## config.mk

```make
export PLATFORM = sky130hd
export DESIGN_NAME = wb_byte_cache
export DESIGN_NICKNAME = d
export VERILOG_FILES = /design/src/rtl/cache_pkg.sv /design/src/rtl/cache_addr_split.sv /design/src/rtl/cache_line_store.sv /design/src/rtl/cache_miss_fsm.sv /design/src/rtl/wb_byte_cache.sv
export SDC_FILE = /design/constraint.sdc
export NUM_CORES = 1
export LEC_CHECK = 0
export BUFFER_PORTS_ARGS = -buffer_cell sky130_fd_sc_hd__buf_2
export CAP_MARGIN = 10
export CORE_MARGIN = 4
export CORE_UTILIZATION = 50
export CTS_CLUSTER_SIZE = 40
export DETAILED_ROUTE_END_ITERATION = 12
export PLACE_DENSITY = 0.72
export SLEW_MARGIN = 5
export SYNTH_ARGS = -nofsm -noshare
export SYNTH_HDL_FRONTEND = slang
export SYNTH_SLANG_ARGS = --single-unit
```

## constraint.sdc

```tcl
create_clock -name clk -period 4.1 [get_ports clk]
set_clock_uncertainty 0.2 [all_clocks]
set_input_delay 0.205 -clock clk [delete_from_list [all_inputs] [get_ports clk]]
set_output_delay 0.205 -clock clk [all_outputs]
set_load 0.005 [all_outputs]
```

## src/rtl/cache_pkg.sv

```systemverilog
package cache_pkg;

    typedef enum logic [1:0] {
        ST_IDLE  = 2'd0,
        ST_WBACK = 2'd1,
        ST_FILL  = 2'd2,
        ST_DONE  = 2'd3
    } miss_state_t;

    typedef struct packed {
        logic valid;
        logic dirty;
    } line_flags_t;

    // First step after a miss: copy the victim back only if it is modified.
    function automatic miss_state_t miss_first_step(input line_flags_t victim);
        return (victim.valid && victim.dirty) ? ST_WBACK : ST_FILL;
    endfunction

endpackage

```

## src/rtl/cache_addr_split.sv

```systemverilog
module cache_addr_split #(
    parameter int ADDR_W = 4,
    parameter int OFF_W  = 1,
    parameter int IDX_W  = 2
) (
    input  logic [ADDR_W-1:0]              addr,
    output logic [ADDR_W-OFF_W-IDX_W-1:0]  tag,
    output logic [IDX_W-1:0]               idx,
    output logic [OFF_W-1:0]               off
);
    localparam int TAG_W = ADDR_W - OFF_W - IDX_W;

    assign off = addr[OFF_W-1:0];
    assign idx = addr[OFF_W +: IDX_W];
    assign tag = addr[ADDR_W-1 -: TAG_W];
endmodule

```

## src/rtl/cache_line_store.sv

```systemverilog
module cache_line_store
    import cache_pkg::*;
#(
    parameter int NUM_LINES = 4,
    parameter int IDX_W     = 2,
    parameter int TAG_W     = 1,
    parameter int BLK_W     = 16
) (
    input  logic              clk,
    input  logic              rst,
    input  logic [IDX_W-1:0]  rd_idx,
    output line_flags_t       rd_flags,
    output logic [TAG_W-1:0]  rd_tag,
    output logic [BLK_W-1:0]  rd_block,
    input  logic              wr_en,
    input  logic [IDX_W-1:0]  wr_idx,
    input  logic [TAG_W-1:0]  wr_tag,
    input  logic [BLK_W-1:0]  wr_block,
    input  logic              wr_dirty
);
    line_flags_t        flags_q [NUM_LINES];
    logic [TAG_W-1:0]   tag_q   [NUM_LINES];
    logic [BLK_W-1:0]   data_q  [NUM_LINES];

    always_ff @(posedge clk) begin
        for (int i = 0; i < NUM_LINES; i++) begin
            if (rst) begin
                flags_q[i] <= '0;
            end else if (wr_en && wr_idx == IDX_W'(i)) begin
                flags_q[i] <= '{valid: 1'b1, dirty: wr_dirty};
            end
        end
    end

    always_ff @(posedge clk) begin
        for (int i = 0; i < NUM_LINES; i++) begin
            if (wr_en && wr_idx == IDX_W'(i)) begin
                tag_q[i]  <= wr_tag;
                data_q[i] <= wr_block;
            end
        end
    end

    assign rd_flags = flags_q[rd_idx];
    assign rd_tag   = tag_q[rd_idx];
    assign rd_block = data_q[rd_idx];


    line_valid_after_write_chk: assert property (@(posedge clk) disable iff (rst)
        wr_en |=> flags_q[$past(wr_idx)].valid);
endmodule

```

## src/rtl/cache_miss_fsm.sv

```systemverilog
module cache_miss_fsm
    import cache_pkg::*;
(
    input  logic         clk,
    input  logic         rst,
    input  logic         cpu_req,
    input  logic         hit,
    input  line_flags_t  victim,
    input  logic         mem_ready,
    output miss_state_t  state,
    output logic         hit_evt,
    output logic         miss_evt,
    output logic         fill_cmt,
    output logic         done,
    output logic         mem_req,
    output logic         mem_we
);
    miss_state_t state_q, state_d;

    always_comb begin
        state_d  = state_q;
        hit_evt  = 1'b0;
        miss_evt = 1'b0;
        fill_cmt = 1'b0;
        case (state_q)
            ST_IDLE: begin
                if (cpu_req) begin
                    if (hit) begin
                        hit_evt = 1'b1;
                        state_d = ST_DONE;
                    end else begin
                        miss_evt = 1'b1;
                        state_d  = miss_first_step(victim);
                    end
                end
            end
            ST_WBACK: if (mem_ready) state_d = ST_FILL;
            ST_FILL: begin
                if (mem_ready) begin
                    fill_cmt = 1'b1;
                    state_d  = ST_DONE;
                end
            end
            ST_DONE: state_d = ST_IDLE;
            default: state_d = ST_IDLE;
        endcase
    end

    always_ff @(posedge clk) begin
        if (rst) state_q <= ST_IDLE;
        else     state_q <= state_d;
    end

    assign state   = state_q;
    assign done    = (state_q == ST_DONE);
    assign mem_req = (state_q == ST_WBACK) || (state_q == ST_FILL);
    assign mem_we  = (state_q == ST_WBACK);


    done_pulse_chk: assert property (@(posedge clk) disable iff (rst)
        done |=> !done);
endmodule

```

## src/rtl/wb_byte_cache.sv

```systemverilog
module wb_byte_cache
    import cache_pkg::*;
#(
    parameter int ADDR_W      = 4,
    parameter int BLOCK_BYTES = 2,
    parameter int NUM_LINES   = 4,
    parameter int CNT_W       = 16
) (
    input  logic                                      clk,
    input  logic                                      rst,
    input  logic                                      cpu_req,
    input  logic                                      cpu_we,
    input  logic [ADDR_W-1:0]                         cpu_addr,
    input  logic [7:0]                                cpu_wdata,
    output logic [7:0]                                cpu_rdata,
    output logic                                      cpu_done,
    output logic                                      mem_req,
    output logic                                      mem_we,
    output logic [ADDR_W-$clog2(BLOCK_BYTES)-1:0]     mem_baddr,
    output logic [8*BLOCK_BYTES-1:0]                  mem_wblock,
    input  logic [8*BLOCK_BYTES-1:0]                  mem_rblock,
    input  logic                                      mem_ready,
    output logic [CNT_W-1:0]                          hit_count,
    output logic [CNT_W-1:0]                          miss_count
);
    localparam int OFF_W   = $clog2(BLOCK_BYTES);
    localparam int IDX_W   = $clog2(NUM_LINES);
    localparam int TAG_W   = ADDR_W - OFF_W - IDX_W;
    localparam int BLK_W   = 8 * BLOCK_BYTES;

    logic [TAG_W-1:0]  a_tag;
    logic [IDX_W-1:0]  a_idx;
    logic [OFF_W-1:0]  a_off;

    line_flags_t       line_flags;
    logic [TAG_W-1:0]  line_tag;
    logic [BLK_W-1:0]  line_block;

    miss_state_t       state;
    logic              hit, hit_evt, miss_evt, fill_cmt;
    logic              wr_en;
    logic [BLK_W-1:0]  merge_src, merged;
    logic [7:0]        rdata_q;
    logic [CNT_W-1:0]  hits_q, misses_q;

    cache_addr_split #(.ADDR_W(ADDR_W), .OFF_W(OFF_W), .IDX_W(IDX_W)) u_split (
        .addr (cpu_addr),
        .tag  (a_tag),
        .idx  (a_idx),
        .off  (a_off)
    );

    cache_line_store #(.NUM_LINES(NUM_LINES), .IDX_W(IDX_W), .TAG_W(TAG_W), .BLK_W(BLK_W)) u_lines (
        .clk      (clk),
        .rst      (rst),
        .rd_idx   (a_idx),
        .rd_flags (line_flags),
        .rd_tag   (line_tag),
        .rd_block (line_block),
        .wr_en    (wr_en),
        .wr_idx   (a_idx),
        .wr_tag   (a_tag),
        .wr_block (merged),
        .wr_dirty (cpu_we)
    );

    assign hit = line_flags.valid && (line_tag == a_tag);

    cache_miss_fsm u_fsm (
        .clk       (clk),
        .rst       (rst),
        .cpu_req   (cpu_req),
        .hit       (hit),
        .victim    (line_flags),
        .mem_ready (mem_ready),
        .state     (state),
        .hit_evt   (hit_evt),
        .miss_evt  (miss_evt),
        .fill_cmt  (fill_cmt),
        .done      (cpu_done),
        .mem_req   (mem_req),
        .mem_we    (mem_we)
    );

    // Byte merge: the refill block or the resident block, with the store byte laid in.
    assign merge_src = fill_cmt ? mem_rblock : line_block;

    for (genvar b = 0; b < BLOCK_BYTES; b++) begin : g_merge
        assign merged[8*b +: 8] = (cpu_we && a_off == OFF_W'(b)) ? cpu_wdata : merge_src[8*b +: 8];
    end

    assign wr_en = (hit_evt && cpu_we) || fill_cmt;

    always_ff @(posedge clk) begin
        if (rst) begin
            rdata_q <= '0;
        end else if (hit_evt || fill_cmt) begin
            rdata_q <= merged[{a_off, 3'b000} +: 8];
        end
    end
    assign cpu_rdata = rdata_q;

    assign mem_baddr  = (state == ST_WBACK) ? {line_tag, a_idx} : {a_tag, a_idx};
    assign mem_wblock = line_block;

    always_ff @(posedge clk) begin
        if (rst) begin
            hits_q   <= '0;
            misses_q <= '0;
        end else begin
            if (hit_evt)  hits_q   <= hits_q + CNT_W'(1);
            if (miss_evt) misses_q <= misses_q + CNT_W'(1);
        end
    end
    assign hit_count  = hits_q;
    assign miss_count = misses_q;


    wb_then_fill_chk: assert property (@(posedge clk) disable iff (rst)
        (mem_req && mem_we && mem_ready) |=>
            (mem_req && !mem_we && mem_baddr == {$past(a_tag), $past(a_idx)}));


    mem_hold_chk: assert property (@(posedge clk) disable iff (rst)
        (mem_req && !mem_ready) |=> (mem_req && $stable(mem_we) && $stable(mem_baddr)));


    hit_step_chk: assert property (@(posedge clk) disable iff (rst)
        (hit_count != $past(hit_count)) |-> (hit_count == $past(hit_count) + CNT_W'(1)));


    miss_step_chk: assert property (@(posedge clk) disable iff (rst)
        (miss_count != $past(miss_count)) |-> (miss_count == $past(miss_count) + CNT_W'(1)));
endmodule

```

==> Word level (Yosys, flattened, before mapping) <==
Memory sizes are Yosys's and may differ from the RTL's.
Cells that the tools add are included.
{ "totals": {"mem_bits_rw": 76, "elab_cells": 104, "regBits": 42, "mem_count": 3} }
{ "mem_list": {"columns": ["name", "depth", "width", "read_ports", "rd_clocked_by_memory_dff", "write_ports", "line_no", "text"], "rows": [
  ["u_lines.data_q", 4, 16, 1, 0, 1, "cache_line_store.sv:23", "logic [BLK_W-1:0] data_q [NUM_LINES];"],
  ["u_lines.flags_q", 4, 2, 1, 0, 4, "cache_line_store.sv:21", "line_flags_t flags_q [NUM_LINES];"],
  ["u_lines.tag_q", 4, 1, 1, 0, 1, "cache_line_store.sv:22", "logic [TAG_W-1:0] tag_q [NUM_LINES];"]
]} }
{ "classes": {"reduce_logical": 21, "mux": 58, "n_bitwise": 5, "add_sub_neg": 2, "eq_ne": 10, "shift": 1} }
{ "op_table": {"columns": ["operator", "n"], "rows": [
  ["two-way mux 16 bit", 4],
  ["OR reduction 16 bit", 3],
  ["two-way mux 1 bit", 35],
  ["adder 16 x 1 -> 16 bit (second input constant)", 2],
  ["two-way mux 2 bit", 15],
  ["two-way mux 8 bit", 2],
  ["variable part select 16 x 5 -> 8 bit", 1],
  ["logical AND 1 bit", 9],
  ["== test 2 bit (second input constant)", 4],
  ["case mux 2 bit (4 select lines)", 1],
  ["== test 2 x 1 -> 1 bit (second input constant)", 2],
  ["zero test 2 bit", 2],
  ["!= test 2 bit (second input constant)", 2],
  ["bitwise OR 1 bit", 4],
  ["logical OR 1 bit", 3],
  ["two-way mux 3 bit", 1],
  ["AND reduction 3 bit", 1],
  ["OR reduction 1 bit", 3],
  ["!= test 2 x 1 -> 1 bit (second input constant)", 1],
  ["== test 1 bit", 1],
  ["inverter 1 bit", 1]
]} }

==> Logic depth before layout (Yosys ltp) <==
Gate-level depths: netlist of run 1.
An unclocked memory read counts as a cell.
{ "logic_depth": {"word_depth": 15, "ltp_mapped": 8, "depth_no_buf": 6} }

==> Cells and area by module <==
From an unflattened synthesis of run 1, not the netlist that was laid out.
{ "unflattened": {"hier_cells": 413, "area_unflattened_um2": 5340.1} }
{ "modules_own_cells": {"columns": ["mod", "seq_area_each_um2", "n_inst", "cells_each", "area_each_um2"], "rows": [
  ["cache_line_store", 2272.2, 1, 124, 2914.0],
  ["wb_byte_cache", 800.8, 1, 258, 2164.6],
  ["cache_miss_fsm", 40.0, 1, 27, 231.5],
  ["cache_addr_split", 0.0, 1, 4, 30.0]
]} }

==> Least setup slack after synthesis of run 1 <==
OpenSTA, ideal clock, no wires.
{ "synth_path": {"path_type": "flip-flop to flip-flop", "start": "mem u_lines.tag_q[3]", "end": "mem u_lines.data_q[0][0] (enable)", "path_stages_with_launch": 7, "n_path_buf": 2, "setup_ns": 0.412, "slack_ns": 0.795, "t_required_ns": 3.488, "period_less_slack_ns": 3.305, "arrival_ns": 2.692, "path_cell_list": "edfxtp_1 mux4_2 xnor2_2 buf_4 a31oi_1 buf_2 nor3_1"} }
{ "synth_between": {"elab_chain_cells": 15} }
{ "synth_lines": {"columns": ["element", "line_no", "text"], "rows": [
  ["start: declaration", "cache_line_store.sv:22", null],
  ["memory read (4 x 1 bit) (*)", null, null],
  ["== test 1 bit (*)", "wb_byte_cache.sv:67", "assign hit = line_flags.valid && (line_tag == a_tag);"],
  ["logical AND 1 bit (*)", "wb_byte_cache.sv:67", null],
  ["two-way mux 1 bit (*)", "cache_miss_fsm.sv:28", "if (hit) begin"],
  ["two-way mux 1 bit (*)", "cache_miss_fsm.sv:27", "if (cpu_req) begin"],
  ["two-way mux 1 bit (*)", "cache_miss_fsm.sv:25", "case (state_q)"],
  ["logical AND 1 bit (*)", "wb_byte_cache.sv:92", "assign wr_en = (hit_evt && cpu_we) || fill_cmt;"],
  ["logical OR 1 bit (*)", "wb_byte_cache.sv:92", null],
  ["logical AND 1 bit", "cache_line_store.sv:37", "if (wr_en && wr_idx == IDX_W'(i)) begin"],
  ["two-way mux 1 bit", "cache_line_store.sv:37", null],
  ["two-way mux 1 bit (implied by the code)", "cache_line_store.sv:39", "data_q[i] <= wr_block;"],
  ["OR reduction 16 bit (no line)", null, null],
  ["two-way mux 2 bit (no line) / two-way mux 1 bit (equally long branches) (3 in a row)", null, null],
  ["end: declaration", "cache_line_store.sv:23", null]
]} }
Every way passes the cells marked *; elsewhere a longest branch is shown, timed or not.

==> results of run 1 <==
[cell usage after synthesis (3+ instances only)]
master,number
o211ai_1,4
a21oi_1,32
a211o_1,8
edfxtp_1,75
and3_1,8
nand3_1,22
and4_1,7
mux4_2,11
or2_2,5
or4_1,3
a221oi_1,8
nor4b_1,3
dfxtp_1,43
buf_4,4
inv_1,16
nand2b_1,5
mux2_2,22
ha_1,7
and2_1,4
o311ai_0,5
a211oi_1,12
nand4_1,7
o221ai_1,6
o22ai_1,6
nor2_1,46
o31ai_1,10
buf_1,3
o21ai_0,11
mux2i_1,25
nand2_1,24
nor2b_1,22
a2111oi_2,3
clkbuf_1,24
buf_2,11
nor4_1,4
[cell families (layout without fill, tap and decap cells)]
group | Yosys count | in the layout | synth area share
xor+xnor | 2 | 2 | 0.004236
buf+inv | 60 | 155 | 0.04446
flops | 118 | 118 | 0.5268
compound gates | 116 | 116 | 0.1391
fa+ha+maj | 7 | 7 | 0.01482
simple gates | 164 | 164 | 0.1444
mux | 58 | 58 | 0.1262
[through the flow]
stage | util | instances | cell area, sq um | hold slack [ns] | setup slack, ns
floorplan | - | 525 | 5909 | 0.1039 | 0.7952
global placement | 0.5602 | 730 | 6451 | 0.2698 | 1.171
detailed placement | 0.5602 | 730 | 6451 | 0.2872 | 1.056
CTS | 0.6133 | 763 | 7063 | 0.01289 | 1.138
global route | 0.6133 | 763 | 7063 | 0.03111 | 0.8402
finish | 0.6133 | 763 | 7063 | 0.02690 | 1.060
[how the worst max path moves through the flow]
stage	startpoint	end	slack, ns	depth (start not counted)
after floorplan	u_lines.tag_q[3]	u_lines.data_q[0][0]	0.80	6
after global placement	cpu_addr[2]	u_lines.flags_q[1][0]	1.17	5
after detailed placement	cpu_addr[2]	u_lines.flags_q[1][0]	1.06	5
after CTS	u_fsm.state[0]	u_lines.flags_q[1][0]	1.14	5
after global routing	u_fsm.state[0]	u_lines.flags_q[1][0]	0.84	5
final	u_fsm.state[0]	u_lines.flags_q[1][0]	1.06	5
[routing by layer]
layer	wire length [um]	vias up	global-route usage
met5	0	-	0
li1	-	2169	-
met4	255	0	0.07951
met2	7259	185	0.3762
met3	936	24	0.05544
met1	6236	2296	0.2879
[report_power, final]
group	internal, mW	total [mW]	switching [mW]
sequential	1.38	1.42	0.0390
combinational	0.227	0.621	0.394
clock	0.998	1.50	0.504
total	2.60	3.54	0.936
[cell type report]
| type | count | area, sq um |
|---|---|---|
| Clock buffer | 23 | 478.0 |
| Clock inverter | 9 | 123.9 |
| Fill cell | 962 | 4453 |
| Inverter | 16 | 60.06 |
| Multi-Input combinational cell | 347 | 2539 |
| Sequential cell | 118 | 3113 |
| Tap cell | 143 | 178.9 |
| Timing Repair Buffer | 107 | 570.5 |
[flip-flops by register name, summed over array words and instances, names as in the netlist]
register	cells
u_lines.flags_q	8
u_fsm.state	2
hit_count	16
u_lines.tag_q	4
miss_count	16
u_lines.data_q	64
cpu_rdata	8
[critical path: stages, from the launching register on]
cell,delay [ns]
dfxtp_1,0.33
inv_1,0.11
ha_1,0.62
nand2_1,0.58
o21ai_0,0.65
nor4b_1,0.34
==> flow_metrics.env, run 1 <==
export IMPL_power_density_nw_per_um2=501.0
export IMPL_holdPathStages=2
export IMPL_yosysTopAreaCell="edfxtp_1"
export IMPL_ir_drop_mv=0.5047
export IMPL_tns_ns=0
export IMPL_vias=4674
export IMPL_ios=95
export IMPL_syn_num_nets=565
export IMPL_dr_pass1_iters=5
export IMPL_netlist_area_sq_um=5909
export IMPL_layout_common_cells="buf_2 (94), edfxtp_1 (75), nor2_1 (46)"
export IMPL_slew_limit_headroom=0.1855
export IMPL_die_area_sq_um=13620
export IMPL_clk_latency_ns=0.41
export IMPL_hp_start="cpu_wdata[7]"
export IMPL_tritoncts="yes"
export IMPL_yosys_top_cells_area="edfxtp_1 (38%), dfxtp_1 (15%), mux2i_1 (4.2%), mux2_2 (4.2%), mux4_2 (4.2%)"
export IMPL_fmax_mhz=329.0
export IMPL_worst_endpoint_arrival_ns=3.06
export IMPL_worstPathRequired_ns=4.12
export IMPL_min_to="u_lines.data_q[0][7]"
export IMPL_fin_nets=647
export IMPL_cts_setup_buffers=0
export IMPL_final_common_cell="buf_2"
export IMPL_post_drt_wl_per_cell_um=19.25
export IMPL_grt_pass1_vias=4552
export IMPL_portBuffers=94
export IMPL_avgSynthCellArea_sq_um=11.26
export IMPL_slew_viol_final=0
export IMPL_drv_cap=0
export IMPL_critPathLaunchType="register"
export IMPL_synth_ff_type="edfxtp_1"
export IMPL_clk_pin_slew_ns=0.05
export IMPL_ctsHtreeMaxLevel=4
export IMPL_numCtsBuffers=17
export IMPL_path_class="register to register"
export IMPL_fin_crit_ns=3.040
export IMPL_via_per_inst=6.126
export IMPL_path_max_fanout=20
export IMPL_hpwl_um=10140
export IMPL_layout_drive_gt1_share=0.2887
export IMPL_overflow=0
export IMPL_async_flop_share=0
export IMPL_postRouteAntennaNets=0
export IMPL_rows=39
export IMPL_postSynthCellCount=525
export IMPL_fp_dieH_um=116.7
export IMPL_synth_cell_types=50
export IMPL_synth_seq_area_share=0.5268
export IMPL_drc=0
export IMPL_synth_seq_cells=118
export IMPL_power_mw=3.539
export IMPL_cts_buffer_depth=2
export IMPL_finalCritPeriodShare=0.7414
export IMPL_outcome="complete, no violations"
export IMPL_antenna_found_initial=0
export IMPL_synth_edf_count=75
export IMPL_grt_usage=0.2259
export IMPL_hp_class="primary input to register"
export IMPL_r2r_end="u_lines.flags_q[1][0]"
export IMPL_die_w_um=116.7
export IMPL_hold_viol_final=0
export IMPL_core_sq_um=11520
export IMPL_tightest_slew_ns=1.209
export IMPL_yosys_warnings=0
export IMPL_cts_root_buf="clkbuf_16"
export IMPL_worst_r2r_cell_count=5
export IMPL_cp_end_kind="register"
export IMPL_initial_core_util=0.5131
export IMPL_crit_reg2reg_launch="u_fsm.state[0]"
export IMPL_synth_top_area_share=0.3811
export IMPL_grt_max_degree=35
export IMPL_drt_wl_total_um=14690
export IMPL_ff2ff_setup_slack_ns=1.06
export IMPL_cts_hold_buffers=1
export IMPL_syn2layout_area_growth_pct=19.52
export IMPL_grt_pass1_wl_um=23430
export IMPL_setup_viol=0
export IMPL_post_cts_resize_count=0
export IMPL_clock_sinks=118
export IMPL_rsz0062_at_grt="no"
export IMPL_initialDrtViolationCount=394
export IMPL_place_congestion=0.8635
export IMPL_antenna_cells=0
export IMPL_p_leak_nw=2.776
No activity file was read; power rests on OpenSTA's default activity.
==> run 2: changes to the inputs <==
--- a/config.mk
+++ b/config.mk
@@ -5,13 +5,14 @@
 export SDC_FILE = /design/constraint.sdc
 export NUM_CORES = 1
 export LEC_CHECK = 0
+export ABC_AREA = 1
 export BUFFER_PORTS_ARGS = -buffer_cell sky130_fd_sc_hd__buf_2
 export CAP_MARGIN = 10
 export CORE_MARGIN = 4
 export CORE_UTILIZATION = 50
 export CTS_CLUSTER_SIZE = 40
 export DETAILED_ROUTE_END_ITERATION = 12
-export PLACE_DENSITY = 0.72
+export PLACE_DENSITY = 0.75
 export SLEW_MARGIN = 5
 export SYNTH_ARGS = -nofsm -noshare
 export SYNTH_HDL_FRONTEND = slang
==> constraint.sdc (replaced) <==
create_clock -name clk -period 2.5 [get_ports clk]
set_clock_uncertainty 0.2 [all_clocks]
set_input_delay 0.125 -clock clk [delete_from_list [all_inputs] [get_ports clk]]
set_output_delay 0.125 -clock clk [all_outputs]
set_load 0.005 [all_outputs]
==> run 2 against run 1 <==
Effect of this change: first-iteration DRC count rose by 25%; setup slack got worse by 0.82 ns; largest cell class unchanged; die area grew 0.20%; power up 62%; sequential power up 63%; global-route usage grew 0.99 points; register-to-register slack worse by 0.73 ns; largest power group unchanged; highest routed layer unchanged.
==> flow_metrics.env, run 2 <==
export IMPL_outcome="complete, no violations"
export IMPL_postRouteAntennaNets=0
export IMPL_worst_endpoint_arrival_ns=2.37
export IMPL_fp_dieH_um=116.8
export IMPL_clk_pin_slew_ns=0.06
export IMPL_cp_slowest_stage_delay_ns=0.84
export IMPL_fin_crit_ns=2.257
export IMPL_synth_cell_types=29
export IMPL_synth_edf_count=75
export IMPL_wirelength_met1_um=6332
export IMPL_path_max_fanout=16
export IMPL_multiInputGateArea_sq_um=2430
export IMPL_rsz0062_at_grt="no"
export IMPL_critPathLaunchType="primary input"
export IMPL_hpwl_um=10390
export IMPL_slew_limit_headroom=0.2715
export IMPL_ios=95
export IMPL_netlist_area_sq_um=5922
export IMPL_syn_num_nets=784
export IMPL_avgSynthCellArea_sq_um=7.960
export IMPL_layout_drive_gt1_share=0.1809
export IMPL_yosysMostFrequentCell="nand2_1"
export IMPL_worst_r2r_cell_count=7
export IMPL_cts_root_buf="clkbuf_16"
export IMPL_drv_cap=0
export IMPL_grt_pass1_vias=5108
export IMPL_finalCritPeriodShare=0.9029
export IMPL_initialDrtViolationCount=491
export IMPL_numCtsBuffers=17
export IMPL_async_flop_share=0
export IMPL_dp_cells=973
export IMPL_clock_sinks=118
export IMPL_fin_nets=906
export IMPL_hold_viol_final=0
export IMPL_layout_common_cells="nand2_1 (273), nor2_1 (95), buf_2 (94)"
export IMPL_tightest_slew_ns=1.089
export IMPL_seq_area_sq_um=3113
export IMPL_fmax_mhz=443.0
export IMPL_yosys_top_cells_area="edfxtp_1 (38%), nand2_1 (17%), dfxtp_1 (15%), nor2_1 (6.0%), nand3_1 (4.1%)"
export IMPL_drt_wl_total_um=15380
export IMPL_synth_seq_area_share=0.5257
export IMPL_synth_top_area_share=0.3803
export IMPL_power_mw=5.715
export IMPL_dr_pass1_iters=6
export IMPL_cpLargestDelayFamily="simple AND/OR/NAND/NOR gates"
export IMPL_yosys_warnings=0
export IMPL_die_w_um=116.8
export IMPL_largest_register_ffs=64
export IMPL_wl_met2_um=7330
export IMPL_initial_core_util=0.5142
export IMPL_top_layer="met4"
export IMPL_met3_length_um=1281
export IMPL_drc=0
export IMPL_vias=5395
export IMPL_grt_pass1_wl_um=24470
export IMPL_post_cts_resize_count=0
export IMPL_cp_depth=11
export IMPL_ctsHtreeMaxLevel=4
export IMPL_power_density_nw_per_um2=779.2
export IMPL_fin_cells=1022
export IMPL_post_drt_wl_per_cell_um=15.05
export IMPL_crit_path_cell_trace="dlygate4sd3_1 -> buf_2 -> inv_1 -> nor2_1 -> nor2_1 -> nand2_1 -> nand3_1 -> nand2_1 -> nand2_1 -> inv_1 -> nor2_1"
export IMPL_postSynthCellCount=744
export IMPL_core_sq_um=11520
export IMPL_cts_buffer_depth=2
export IMPL_finalInstanceArea_sq_um=7335
export IMPL_cts_hold_buffers=17
export IMPL_slew_viol_final=0
export IMPL_holdPathStages=5
export IMPL_antenna_cells=0
export IMPL_grt_max_degree=26
export IMPL_tritoncts="yes"
export IMPL_rows=39
export IMPL_via_per_inst=5.279
export IMPL_antenna_found_initial=0
export IMPL_overflow=0
export IMPL_utilization=0.6369
export IMPL_critPathSlowestCell="nor2_1"
export IMPL_die_area_sq_um=13650
export IMPL_place_congestion=0.8642
export IMPL_synth_ff_type="edfxtp_1"
export IMPL_ir_drop_mv=0.5027
export IMPL_ff2ff_setup_slack_ns=0.33
export IMPL_placed_cell_area_sq_um=6586
export IMPL_clk_latency_ns=0.42
export IMPL_crit_buf_inv=4
export IMPL_path_class="primary input to register"
export IMPL_yosysTopAreaCell="edfxtp_1"
export IMPL_synth_seq_cells=118
export IMPL_top_register="u_lines.data_q"
export IMPL_cp_end_kind="register"
export IMPL_synth_common_cells="nand2_1 (273), nor2_1 (95), edfxtp_1 (75)"
export IMPL_p_leak_nw=3.355
export IMPL_grt_usage=0.2358
export IMPL_final_common_cell="nand2_1"
export IMPL_worstPathRequired_ns=2.61
export IMPL_portBuffers=94
export IMPL_hp_class="primary input to register"
export IMPL_fillers=974
export IMPL_cts_setup_buffers=0
export IMPL_setup_viol=0
export IMPL_syn2layout_area_growth_pct=23.85
## run 2: cell types whose count changed after synthesis, moves of 12 or more
cell / delta
nand3_1: +26
a211oi_1: -12
nor2_1: +49
nor2b_1: -22
nand2_1: +249
clkbuf_1: -13
nor3_1: +13
inv_1: +36
mux2i_1: -25
mux2_2: -22
## run 2: area by class of cell
cell class	instances	share of cell area
Inverter	58	0.02985
Timing Repair Buffer	131	0.1112
Clock inverter	15	0.02081
Sequential cell	118	0.4244
Clock buffer	17	0.05800
Tap cell	143	0.02439
Multi-Input combinational cell	540	0.3313
## run 2: through the flow
stage / hold WS, ns / setup TNS (ns) / setup WS [ns]
floorplan: 0.02387 / -2.295 / -0.04499
global placement: 0.2045 / 0 / 0.3969
finish: 0.02798 / 0 / 0.2426
detailed placement: 0.1989 / 0 / 0.3748
CTS: 0.01047 / 0 / 0.3070
global route: 0.05883 / 0 / 0.07835
## run 2: final timing paths
kind | start | end
setup / recovery | cpu_we | cpu_rdata[5]
hold / removal | mem_rblock[9] | u_lines.data_q[0][9]
setup reg to reg | u_fsm.state[0] | u_lines.data_q[1][9]
hold reg to reg | miss_count[13] | miss_count[13]
## run 2: power breakdown
part	total (mW)	internal (mW)	leakage (nW)	switching [mW]
sequential	2.32	2.25	1.04	0.0703
clock	2.39	1.47	0.286	0.917
combinational	1.01	0.346	2.03	0.661
## run 2: logic make-up (layout without fill, tap and decap cells)
family / after synthesis / after routing / share of synthesized area
fa+ha+maj: 7 / 7 / 0.01479
simple gates: 447 / 447 / 0.3089
xor+xnor: 20 / 20 / 0.02958
compound gates: 66 / 66 / 0.05705
buf+inv: 86 / 221 / 0.06402
flops: 118 / 118 / 0.5257
## run 2: worst register-to-register path: cells and delay by family, from the launching register on
kind | cells | cell delay (ns)
buf+inv | 2 | 0.40
flops | 1 | 0.34
simple gates | 4 | 0.72
fa+ha+maj | 1 | 0.18
## run 2: routing by layer
metal | up-vias | track usage
met5 | - | 0
met4 | 0 | 0.1040
met3 | 42 | 0.06632
met2 | 222 | 0.3781
met1 | 2476 | 0.2992
li1 | 2655 | -
==> run 3: changes to the inputs <==
==> constraint.sdc (replaced) <==
create_clock -name clk -period 2.5 [get_ports clk]
set_clock_uncertainty 0.2 [all_clocks]
set_input_delay 0 -clock clk [delete_from_list [all_inputs] [get_ports clk]]
set_output_delay 0 -clock clk [all_outputs]
set_load 0.005 [all_outputs]
==> run 3 against run 2 <==
Effect of this change: utilization grew 0.86 points; maximum frequency fell by 0.27%; die area unchanged; worst hold slack improved by 0.16 ns; global-route usage about the same; largest power group unchanged; wire length is 0.70% higher.
==> flow_metrics.env, run 3 (synthesis gave the netlist of run 2 again) <==
export IMPL_outcome="complete, no violations"
export IMPL_dr_pass1_iters=6
export IMPL_antenna_cells=0
export IMPL_p_switching_mw=1.588
export IMPL_drt_wl_total_um=15490
export IMPL_rows=39
export IMPL_drv_cap=0
export IMPL_drc=0
export IMPL_hpwl_um=10150
export IMPL_place_congestion=0.8903
export IMPL_layout_common_cells="nand2_1 (273), nor2_1 (95), buf_2 (94)"
export IMPL_path_max_fanout=14
export IMPL_grt_max_degree=33
export IMPL_grt_pass1_vias=4935
export IMPL_clk_pin_slew_ns=0.05
export IMPL_fillers=964
export IMPL_switching_share=0.2768
export IMPL_p_comb_frac=0.174
export IMPL_final_common_cell="nand2_1"
export IMPL_largest_register_ffs=64
export IMPL_via_per_inst=5.162
export IMPL_crit_buf_inv=4
export IMPL_post_drt_wl_per_cell_um=15.00
export IMPL_slew_viol_final=0
export IMPL_clk_latency_ns=0.42
export IMPL_cp_end_kind="register"
export IMPL_power_density_nw_per_um2=771.9
export IMPL_clock_sinks=118
export IMPL_tightest_slew_ns=0.7799
export IMPL_layout_drive_gt1_share=0.1721
export IMPL_numCtsBuffers=17
export IMPL_cpLargestDelayFamily="buffers and inverters"
export IMPL_post_cts_resize_count=0
export IMPL_die_area_sq_um=13650
export IMPL_cts_setup_buffers=0
export IMPL_fin_nets=916
export IMPL_vias=5327
export IMPL_finalWorstSetupSlack_ns=0.2365
export IMPL_tns_ns=0
export IMPL_cpMostUsedCell="nand2_1"
export IMPL_dpl_worst_slack_ns=0.2890
export IMPL_fin_cells=1032
export IMPL_antenna_found_initial=0
export IMPL_worst_endpoint_arrival_ns=2.17
export IMPL_p_int_mw=4.150
export IMPL_tritoncts="yes"
export IMPL_core_sq_um=11520
export IMPL_rsz0062_at_grt="no"
export IMPL_seq_area_sq_um=3113
export IMPL_whs_ns=0.1909
export IMPL_fp_dieH_um=116.8
export IMPL_p_leak_nw=3.390
export IMPL_initialDrtViolationCount=494
export IMPL_ir_drop_mv=0.5490
export IMPL_postRouteAntennaNets=0
export IMPL_grt_usage=0.2355
export IMPL_syn2layout_area_growth_pct=25.52
export IMPL_critPathSlowestCell="dlygate4sd3_1"
export IMPL_utilization=0.6455
export IMPL_clockPowerShare=0.422
export IMPL_grt_pass1_wl_um=24510
export IMPL_path_class="primary input to register"
export IMPL_cts_buffer_depth=2
export IMPL_cp_slowest_stage_delay_ns=0.52
export IMPL_dp_cells=968
export IMPL_top_register="u_lines.data_q"
export IMPL_crit_path_cell_trace="dlygate4sd3_1 -> buf_2 -> inv_2 -> nand2_1 -> nand2_1 -> nand2_1 -> nand2_1 -> nand2_2 -> nand4_4 -> nand2_2 -> nand2_1 -> nor2_1 -> buf_4"
export IMPL_ctsHtreeMaxLevel=4
export IMPL_overflow=0
export IMPL_critPathLaunchType="primary input"
export IMPL_setup_viol=0
export IMPL_fin_crit_ns=2.264
export IMPL_portBuffers=94
export IMPL_initial_core_util=0.5142
export IMPL_seqPwrFrac=0.404
export IMPL_cts_root_buf="clkbuf_16"
export IMPL_fmax_mhz=441.8
export IMPL_worstPathRequired_ns=2.40
export IMPL_hp_class="primary input to register"
export IMPL_ios=95
export IMPL_hold_viol_final=0
export IMPL_slew_limit_headroom=0.4795
export IMPL_multiInputGateArea_sq_um=2430
export IMPL_die_w_um=116.8
export IMPL_cts_hold_buffers=32
export IMPL_finalCritPeriodShare=0.9054
## run 3: cell count changes in the layout (fill, tap and decap cells not counted), sizes merged
cell         before  now
clkinv           10    9
dlygate4sd3      17   32
inv              60   57
bufinv            2    3
clkbuf           17   19
clkinvlp          1    2
buf             114  109
## run 3: power groups by stage
stage / Combinational [mW] / Clock, mW / Sequential (mW)
detailed placement: 0.942 / 0 / 2.36
CTS: 0.986 / 2.45 / 2.32
floorplan: 0.628 / 0 / 2.35
global placement: 0.928 / 0 / 2.36
finish: 0.995 / 2.42 / 2.32
global route: 1.12 / 2.55 / 2.33
## run 3: layout make-up
class                   count  share of cell area
clock buffers              19             0.05824
clock inverters            13             0.02104
inverters                  58             0.02946
multi-input cells         540              0.3269
flip-flops and latches    118              0.4188
well taps                 143             0.02407
repair buffers            141              0.1215
## run 3: through the flow
step | area [sq um] | power [mW]
after global routing | 7433 | 5.999
after floorplan | 5922 | 2.974
final | 7433 | 5.738
after global placement | 6524 | 3.286
after CTS | 7433 | 5.757
after detailed placement | 6524 | 3.299
## run 3: path summary, 6_finish.rpt
path,cells past startpoint,start,end,slack [ns]
min,2,cpu_addr[3],u_lines.tag_q[3],0.19
max reg2reg,9,u_fsm.state[0],u_lines.data_q[3][3],0.28
min reg2reg,2,u_lines.flags_q[2][1],u_lines.flags_q[2][1],0.26
max,13,cpu_addr[1],u_lines.data_q[3][3],0.24
## run 3: layer usage
metal | wire [um] | share of wire | vias up | GRT usage
met5 | 0 | 0 | - | 0
met4 | 342 | 0.022 | 0 | 0.09633
met3 | 1212 | 0.078 | 35 | 0.06015
met2 | 7196 | 0.46 | 227 | 0.3750
met1 | 6733 | 0.43 | 2400 | 0.3085
li1 | - | - | 2665 | -
